<file path="src/rtl/dmw_pkg.sv">
package dmw_pkg;

    typedef enum logic [1:0] {
        SZ_BYTE = 2'd0,
        SZ_HALF = 2'd1,
        SZ_WORD = 2'd2,
        SZ_RSVD = 2'd3
    } acc_size_e;

    // Order inside a slot is decoded by software, so it is fixed.
    typedef enum logic [1:0] {
        CB_CMD  = 2'd0,
        CB_MODE = 2'd1,
        CB_STAT = 2'd2,
        CB_TIME = 2'd3
    } ctl_byte_e;

    localparam int CMD_START_BIT = 0;
    localparam int CMD_DIR_BIT   = 3;
    localparam logic [7:0] MODE_BLOCK_MASK = 8'h30;

    typedef struct packed {
        logic      in_ptr;
        logic [1:0] bsel;
        logic      ok;
    } dec_t;

    function automatic logic [31:0] ones_for(input acc_size_e s);
        case (s)
            SZ_BYTE: ones_for = 32'h0000_00FF;
            SZ_HALF: ones_for = 32'h0000_FFFF;
            default: ones_for = 32'hFFFF_FFFF;
        endcase
    endfunction

    function automatic logic [7:0] status_after_write(input logic [7:0] cur,
                                                      input logic [7:0] wd);
        status_after_write = {1'b0, wd[6:5], 2'b00, cur[2:1] & ~wd[2:1], cur[0]};
    endfunction

    function automatic logic [7:0] cmd_after_write(input logic [7:0] wd);
        cmd_after_write = '0;
        cmd_after_write[CMD_START_BIT] = wd[CMD_START_BIT];
        cmd_after_write[CMD_DIR_BIT]   = wd[CMD_DIR_BIT];
    endfunction

endpackage

</file>
<file path="src/rtl/dmw_decode.sv">
module dmw_decode
    import dmw_pkg::*;
#(
    parameter int NUM_CH = 2,
    parameter int CHW    = 1
) (
    input  logic [CHW+2:0] addr,
    input  acc_size_e      size,
    output logic [CHW-1:0] ch,
    output dec_t           dec
);
    logic ch_ok;

    always_comb begin
        ch         = addr[CHW+2:3];
        ch_ok      = (int'(ch) < NUM_CH);
        dec.in_ptr = addr[2];
        dec.bsel   = addr[1:0];
        if (dec.in_ptr) begin
            dec.ok = ch_ok && ((size == SZ_BYTE) ||
                               ((size == SZ_WORD) && (dec.bsel == 2'd0)));
        end else begin
            dec.ok = ch_ok && (size == SZ_BYTE);
        end
    end
endmodule

</file>
<file path="src/rtl/dmw_channel.sv">
module dmw_channel
    import dmw_pkg::*;
(
    input  logic        clk,
    input  logic        rst,
    input  logic        wr_cmd,
    input  logic        wr_stat,
    input  logic        wr_time,
    input  logic [3:0]  ptr_be,
    input  logic [31:0] ptr_wd,
    input  logic [7:0]  wd,
    input  logic        ev_err,
    input  logic        ev_irq,
    output logic [7:0]  cmd_q,
    output logic [7:0]  stat_q,
    output logic [7:0]  time_q,
    output logic [31:0] ptr_q
);
    logic [7:0]  stat_nxt;
    logic [31:0] ptr_nxt;
    logic [31:2] ptr_r;

    always_comb begin
        stat_nxt = stat_q;
        if (wr_cmd)  stat_nxt[0] = wd[CMD_START_BIT];
        if (wr_stat) stat_nxt = status_after_write(stat_q, wd);
        if (ev_err)  stat_nxt[1] = 1'b1;
        if (ev_irq)  stat_nxt[2] = 1'b1;
    end

    always_comb begin
        ptr_nxt = {ptr_r, 2'b00};
        for (int b = 0; b < 4; b++) begin
            if (ptr_be[b]) ptr_nxt[b*8 +: 8] = ptr_wd[b*8 +: 8];
        end
    end

    always_ff @(posedge clk) begin
        if (rst) begin
            cmd_q  <= '0;
            stat_q <= '0;
            time_q <= '0;
            ptr_r  <= '0;
        end else begin
            if (wr_cmd)  cmd_q  <= cmd_after_write(wd);
            if (wr_time) time_q <= wd;
            stat_q <= stat_nxt;
            ptr_r  <= ptr_nxt[31:2];
        end
    end

    assign ptr_q = {ptr_r, 2'b00};
endmodule

</file>
<file path="src/rtl/dmw_window.sv">
module dmw_window
    import dmw_pkg::*;
#(
    parameter int NUM_CH = 2,
    parameter int CHW    = (NUM_CH > 1) ? $clog2(NUM_CH) : 1
) (
    input  logic                 clk,
    input  logic                 rst,
    input  logic                 acc_valid,
    input  logic                 acc_write,
    input  logic [CHW+2:0]       acc_addr,
    input  logic [1:0]           acc_size,
    input  logic [31:0]          acc_wdata,
    output logic [31:0]          rd_data,
    input  logic [7:0]           mode_rd,
    output logic                 mode_wr_en,
    output logic [7:0]           mode_wr_data,
    input  logic [NUM_CH-1:0]    ev_err,
    input  logic [NUM_CH-1:0]    ev_irq,
    output logic [NUM_CH-1:0]    ch_start,
    output logic [NUM_CH-1:0]    ch_dir,
    output logic [NUM_CH-1:0]    ch_active,
    output logic [NUM_CH*8-1:0]  ch_timing,
    output logic [NUM_CH*32-1:0] ch_addr
);
    acc_size_e      sz;
    dec_t           dec;
    logic [CHW-1:0] ch;
    logic           hon_wr;
    logic [31:0]    ptr_wd;
    logic [3:0]     ptr_be;

    logic [7:0]  cmd_a  [NUM_CH];
    logic [7:0]  stat_a [NUM_CH];
    logic [7:0]  time_a [NUM_CH];
    logic [31:0] ptr_a  [NUM_CH];

    assign sz = acc_size_e'(acc_size);

    dmw_decode #(.NUM_CH(NUM_CH), .CHW(CHW)) u_dec (
        .addr (acc_addr),
        .size (sz),
        .ch   (ch),
        .dec  (dec)
    );

    assign hon_wr = acc_valid && acc_write && dec.ok;

    always_comb begin
        if (sz == SZ_WORD) begin
            ptr_wd = acc_wdata;
            ptr_be = 4'hF;
        end else begin
            ptr_wd = {4{acc_wdata[7:0]}};
            ptr_be = 4'b0001 << dec.bsel;
        end
    end

    for (genvar c = 0; c < NUM_CH; c++) begin : g_ch
        logic sel_ctl;
        logic sel_ptr;
        assign sel_ctl = hon_wr && (ch == CHW'(c)) && !dec.in_ptr;
        assign sel_ptr = hon_wr && (ch == CHW'(c)) && dec.in_ptr;

        dmw_channel u_ch (
            .clk     (clk),
            .rst     (rst),
            .wr_cmd  (sel_ctl && (dec.bsel == CB_CMD)),
            .wr_stat (sel_ctl && (dec.bsel == CB_STAT)),
            .wr_time (sel_ctl && (dec.bsel == CB_TIME)),
            .ptr_be  (sel_ptr ? ptr_be : 4'h0),
            .ptr_wd  (ptr_wd),
            .wd      (acc_wdata[7:0]),
            .ev_err  (ev_err[c]),
            .ev_irq  (ev_irq[c]),
            .cmd_q   (cmd_a[c]),
            .stat_q  (stat_a[c]),
            .time_q  (time_a[c]),
            .ptr_q   (ptr_a[c])
        );

        assign ch_start[c]          = cmd_a[c][CMD_START_BIT];
        assign ch_dir[c]            = cmd_a[c][CMD_DIR_BIT];
        assign ch_active[c]         = stat_a[c][0];
        assign ch_timing[c*8 +: 8]  = time_a[c];
        assign ch_addr[c*32 +: 32]  = ptr_a[c];
    end

    // Shared mode register: read-modify-write toward its owner.
    assign mode_wr_en   = hon_wr && !dec.in_ptr && (dec.bsel == CB_MODE);
    assign mode_wr_data = (mode_rd & ~MODE_BLOCK_MASK) |
                          (acc_wdata[7:0] & MODE_BLOCK_MASK);

    always_comb begin
        rd_data = '0;
        if (acc_valid && !acc_write) begin
            if (!dec.ok) begin
                rd_data = ones_for(sz);
            end else if (dec.in_ptr) begin
                if (sz == SZ_WORD) rd_data = ptr_a[ch];
                else               rd_data = {24'b0, ptr_a[ch][dec.bsel*8 +: 8]};
            end else begin
                case (ctl_byte_e'(dec.bsel))
                    CB_CMD:  rd_data = {24'b0, cmd_a[ch]};
                    CB_MODE: rd_data = {24'b0, mode_rd};
                    CB_STAT: rd_data = {24'b0, stat_a[ch]};
                    default: rd_data = {24'b0, time_a[ch]};
                endcase
            end
        end
    end
endmodule

</file>
<file path="config.mk">
export PLATFORM = sky130hd
export DESIGN_NAME = dmw_window
export DESIGN_NICKNAME = d
export VERILOG_FILES = /design/src/rtl/dmw_pkg.sv /design/src/rtl/dmw_decode.sv /design/src/rtl/dmw_channel.sv /design/src/rtl/dmw_window.sv
export SDC_FILE = /design/constraint.sdc
export NUM_CORES = 1
export LEC_CHECK = 0
export BUFFER_PORTS_ARGS = -buffer_cell sky130_fd_sc_hd__clkbuf_2
export CORE_MARGIN = 5
export CORE_UTILIZATION = 35
export DETAILED_ROUTE_END_ITERATION = 10
export PLACE_DENSITY_LB_ADDON = 0.1
export SLEW_MARGIN = 20
export SYNTH_ARGS = -nofsm -noshare
export SYNTH_HDL_FRONTEND = slang
export SYNTH_HIERARCHICAL = 1
export SYNTH_SLANG_ARGS = --single-unit
</file>
<file path="constraint.sdc">
create_clock -name clk -period 5.4 [get_ports clk]
set_input_delay 0.27 -clock clk [delete_from_list [all_inputs] [get_ports clk]]
set_output_delay 0.27 -clock clk [all_outputs]
set_load 0.1 [all_outputs]
</file>
# [Word level (Yosys, flattened, before mapping)]
# Index checks and enable logic that the tools add are counted.
[word_totals] regBits=90 in_bits=54 out_inout_bits=127 elab_cells=96
[op_classes] order_cmp=1 eq_ne=5 n_shift=2 n_mux=31 n_bitwise=8 reduce_logical=29
[ops] cell="$mux W32" count=8
[ops] cell="$pmux W32 S2" count=1
[ops] cell="$mux W8" count=7
[ops] cell="$shiftx A32 B6 Y8" count=1
[ops] cell="$pmux W8 S3" count=1
[ops] cell="$logic_and A1 B1 Y1" count=18
[ops] cell="$mux W4" count=4
[ops] cell="$or A8 B6 Y8" count=1
[ops] cell="$reduce_bool A2 Y1" count=4
[ops] cell="$mux W1" count=7
[ops] cell="$mux W7" count=1
[ops] cell="$eq A2 B2 Y1 const B" count=3
[ops] cell="$mux W3" count=2
[ops] cell="$and A2 B2 Y2" count=2
[ops] cell="$eq A2 B1 Y1 const B" count=2
[ops] cell="$logic_not A2 Y1" count=2
[ops] cell="$reduce_and A2 Y1" count=2
[ops] cell="$shl A1 B2 Y4 const A" count=1
[ops] cell="$not A1 Y1" count=3
[ops] cell="$ge A2 B2 Y1 const B" count=1
[ops] cell="$logic_not A1 Y1" count=2
[ops] cell="$not A1 Y2" count=1
[ops] cell="$not A2 Y2" count=1
[ops] cell="$logic_or A1 B1 Y1" count=1

# [Depth between registers and ports, before layout]
[depth] word_depth=11 mapped_depth=10 depth_no_buf=8

# [Cells and area by module]
# Netlist, hierarchy kept.
[modules_own_cells] mod="dmw_channel" instances=2 cells_per_inst=161 area_each_um2=1740.4 seq_area_each_um2=900.9
[modules_own_cells] mod="dmw_window" instances=1 cells_per_inst=296 area_each_um2=1981.9 seq_area_each_um2=0.0
[modules_own_cells] mod="dmw_decode" instances=1 cells_per_inst=6 area_each_um2=43.8 seq_area_each_um2=0.0

# [Worst setup path before layout]
# OpenSTA, ideal clock, no wires.
[synth_timing] path_type="reg2out" start="register g_ch[1].u_ch/ptr_r[16] (netlist bit)" end="output port rd_data[0]" arrival_ps=3672 required_time_ps=5130 path_slack_ps=1458 stages_incl_launch_ff=5 path_buffers=0 path_cell_list="dfxtp_1 mux2_2 a22oi_1 o221a_2 nor3_1"
[synth_between] elab_chain_cells=8
[synth_rtl] item="start: declaration" line="dmw_channel.sv:21" rtl="logic [31:2] ptr_r;"
[synth_rtl] item="start signal: assignment" line="dmw_channel.sv:48" rtl="ptr_r <= ptr_nxt[31:2];"
[synth_rtl] item="$mux W32 (implied by the code) (3 in a row)" line="dmw_window.sv:101" rtl="else rd_data = {24'b0, ptr_a[ch][dec.bsel*8 +: 8]};"
[synth_rtl] item="$shiftx A32 B6 Y8" line="dmw_window.sv:101"
[synth_rtl] item="$mux W32" line="dmw_window.sv:100" rtl="if (sz == SZ_WORD) rd_data = ptr_a[ch];"
[synth_rtl] item="$mux W32" line="dmw_window.sv:99" rtl="end else if (dec.in_ptr) begin"
[synth_rtl] item="$mux W32" line="dmw_window.sv:97" rtl="if (!dec.ok) begin"
[synth_rtl] item="$mux W32" line="dmw_window.sv:96" rtl="if (acc_valid && !acc_write) begin"
[synth_rtl] item="end: declaration" line="dmw_window.sv:14" rtl="output logic [31:0] rd_data,"
# No other way between the ends. The select of a mux whose other input is x is not followed.

# [Worst setup path in the final report]
[layout_timing] start="input port acc_addr[3]" end="output port rd_data[3]"
[layout_between] elab_chain_cells=9 word_cells_on_any_way=16 cone_classes="shift (1); mux (14); bitwise (1)"
[layout_rtl] item="start: declaration" line="dmw_window.sv:11" rtl="input logic [CHW+2:0] acc_addr,"
[layout_rtl] item="$not A1 Y2 (implied by the code) (*)"
[layout_rtl] item="$mux W32 (implied by the code) (3 in a row)" line="dmw_window.sv:100, dmw_window.sv:101"
[layout_rtl] item="$shiftx A32 B6 Y8" line="dmw_window.sv:101"
[layout_rtl] item="$mux W32" line="dmw_window.sv:100"
[layout_rtl] item="$mux W32 (*)" line="dmw_window.sv:99"
[layout_rtl] item="$mux W32 (*)" line="dmw_window.sv:97"
[layout_rtl] item="$mux W32 (*)" line="dmw_window.sv:96"
# Mark *: on every way between the ends. The rest lies on a longest branch, timed or not. The select of a mux whose other input is x is not followed.

==> metrics <==
post-layout instance area 6490 µm²; Setup violations, final 0; GR Layer Usage met1 27.9%; worst min-delay path endpoint g_ch[1].u_ch/stat_q[1]; Setup TNS Final 0 ns; Synth async-reset ratio 0%; number of cells on the worst hold path 3; htree depth 3; initial antenna violation count 0; Layout area overhead 17.9%; Ant. Diodes 0; clk sinks 90; DR vias/cell 5.07; dpl ws 2.10 ns; clk buf depth 2; grt total ovfl 0; static leakage power 2.82 nW; Critical Path AT 2.96 ns; Ports 181; layout cells sized above 1 32.3%; Min-Delay Path Class in -> reg; Final Non-Filler Cells 972; DIE HEIGHT 135 µm; clock root cell clkbuf_16; Final Slew Violations 0; Seq/Total Area, Yosys 32.7%; HP Start ev_err[1]; Total GRT Usage 20.1%; ys flop type dfxtp_1; Horiz. Die Dim 135 µm; dpl hpwl 14300 µm; Max rail drop VDD 0.225 mV; Hold Slack 0.179 ns; clock-pin slew on the worst setup and hold paths 0.07 ns; R2R Path Start g_ch[1].u_ch/ptr_r[14]; mean routed wirelength per cell 19.4 µm; met2 GRT Util 30.9%; syn avg cell area 8.82 µm²; crit path kind in -> out; Worst setup EP type primary output; worst slew pin tran 1.11 ns; Placed Cells 956; Tmin final 3.23 ns; Placer Congestion 0.941; first-pass GRT wire length 28100 µm; worst reg2reg path endpoint g_ch[1].u_ch/ptr_r[14]; clk_skew 0 ns; Remaining DRCs 0; hold_buf cts 0; core area 15300 µm²; Max-Cap Viols 0; most used routing layer met2; TritonCTS clock tree built; Placed Area 6140 µm²; Fillers 1607; largest net degree at the start of global routing 49; effective utilization at floorplan 36.0%; Tcrit/Tclk final 59.8%; routed vias 4930; Slew headroom 25.7%; status complete, no violations; Critical Path RT 5.13 ns; Power Dens Cells 264 nW/µm²; Final nets 810; number of synthesized flops with an enable pin 0; R2R cell count 2; number of port buffers 176; Hold Fails Final Rpt 0; fmax 310 MHz; met3 usage 4.98%; CP Launch Point acc_addr[3]; DR iter-0 viols 309; flops & latches, synth 90; total CTS buffers 9; internal reg-to-reg setup slack 4.71 ns; Rows 45; WL final 18900 µm; Worst-Skew Late Latency 0.34 ns; Layout Utilization 42.4%; unrepaired setup endpoints after global routing false; buffer count from post-CTS setup fixing 0; crit path max fanout 29; total power 1.71 mW; Mapped Area 5510 µm²; Yosys Warn Count 6; Synth cell types 41; drt first pass iters 5; critical path launch point type primary input; final setup margin 2.17 ns; Die ar. 18300 µm²; Syn Inst Count 624; post-route antenna net violation count 0; Resized cells post-CTS 0; number of global-route vias before repair 4763
## flip-flops by register name, summed over array words and instances (netlist names)
signal,flops
g_ch.u_ch/cmd_q,4
g_ch.u_ch/stat_q,10
g_ch.u_ch/ptr_r,60
g_ch.u_ch/time_q,16
## critical path, cell delays in order
cell	delay, ns
clkbuf_2	0.61
buf_4	0.54
mux4_1	0.60
mux2_2	0.27
o221a_1	0.25
clkbuf_2	0.39
## power breakdown
part           total (mW)  switching [mW]  internal [mW]
Sequential          0.671         0.00323          0.668
Clock               0.708           0.275          0.433
Combinational       0.331           0.262         0.0693
Total                1.71           0.540           1.17
## layer usage
metal,share of wire (%),up-vias
met2,44,185
met1,47,2366
met4,2.1,0
met5,0,-
li1,-,2353
met3,7.1,26
## logic make-up (layout without fill, tap and decap cells)
kind of cell           Yosys count  in the layout  share of synthesized area (%)
AOI/OAI and AO/OA               83             83                           9.59
and+or+nand+nor                224            224                           17.0
DFF                             90             90                           32.7
muxes                          138            138                           28.4
buffers and inverters           87            204                           12.2
other                            2             22                          0.136
## final cells by class
cell class	instances	area [µm²]	area share [%]
multi-input combinational	467	3140	48.4
tap	211	264	4.07
sequential	90	1800	27.8
timing repair buffer	182	926	14.3
clock inverter	5	85.1	1.31
inverter	6	22.5	0.347
clock buffer	11	253	3.89
## cells in the mapped netlist (3+ instances only)
master | n | area share [%]
a211o_1 | 5 | 0.80
a21oi_1 | 45 | 4.1
a22oi_1 | 6 | 0.82
a311oi_1 | 4 | 0.64
a31oi_1 | 3 | 0.34
and2_1 | 3 | 0.34
buf_1 | 3 | 0.20
buf_2 | 7 | 0.64
buf_4 | 37 | 5.0
buf_6 | 22 | 4.5
clkbuf_1 | 10 | 0.68
dfxtp_1 | 90 | 33
inv_1 | 6 | 0.41
mux2_2 | 23 | 4.7
mux2_4 | 5 | 1.4
mux2i_1 | 101 | 18
mux4_1 | 4 | 1.9
mux4_2 | 5 | 2.0
nand2_1 | 82 | 5.6
nand2b_1 | 6 | 0.68
nand3_1 | 3 | 0.27
nor2_1 | 107 | 7.3
nor2_2 | 4 | 0.45
nor2b_1 | 10 | 1.1
o21ai_0 | 3 | 0.27
o21ai_1 | 3 | 0.27
o221a_1 | 5 | 1.0
o31ai_1 | 4 | 0.55
## how the worst max path moves through the flow
| stage | cells past startpoint | endpoint |
|---|---|---|
| 6_report | 6 | rd_data[3] |
| 5_1_grt | 6 | rd_data[3] |
| 4_1_cts | 6 | rd_data[3] |
| 3_5_place_dp | 8 | g_ch[0].u_ch/ptr_r[23] |
| 3_3_place_gp | 8 | g_ch[0].u_ch/ptr_r[30] |
| 2_1_floorplan | 4 | rd_data[0] |
## layout by cell type, fill, tap and decap left out, types with 3 or more instances in the layout
cell,count
clkbuf_2,175
nor2_1,106
mux2i_1,101
dfxtp_1,90
nand2_1,82
a21oi_1,39
mux2_2,23
conb_1,22
nor2b_1,9
clkbuf_16,9
inv_1,6
nand2b_1,6
a22oi_1,6
a21oi_2,6
buf_4,6
mux2_4,5
mux4_2,5
a211o_1,5
o221a_1,5
nor2_2,5
o31ai_1,4
mux4_1,4
a311oi_1,4
o21ai_0,3
and2_1,3
a31oi_1,3
nand3_1,3
Power figures use the tool's default switching activity.
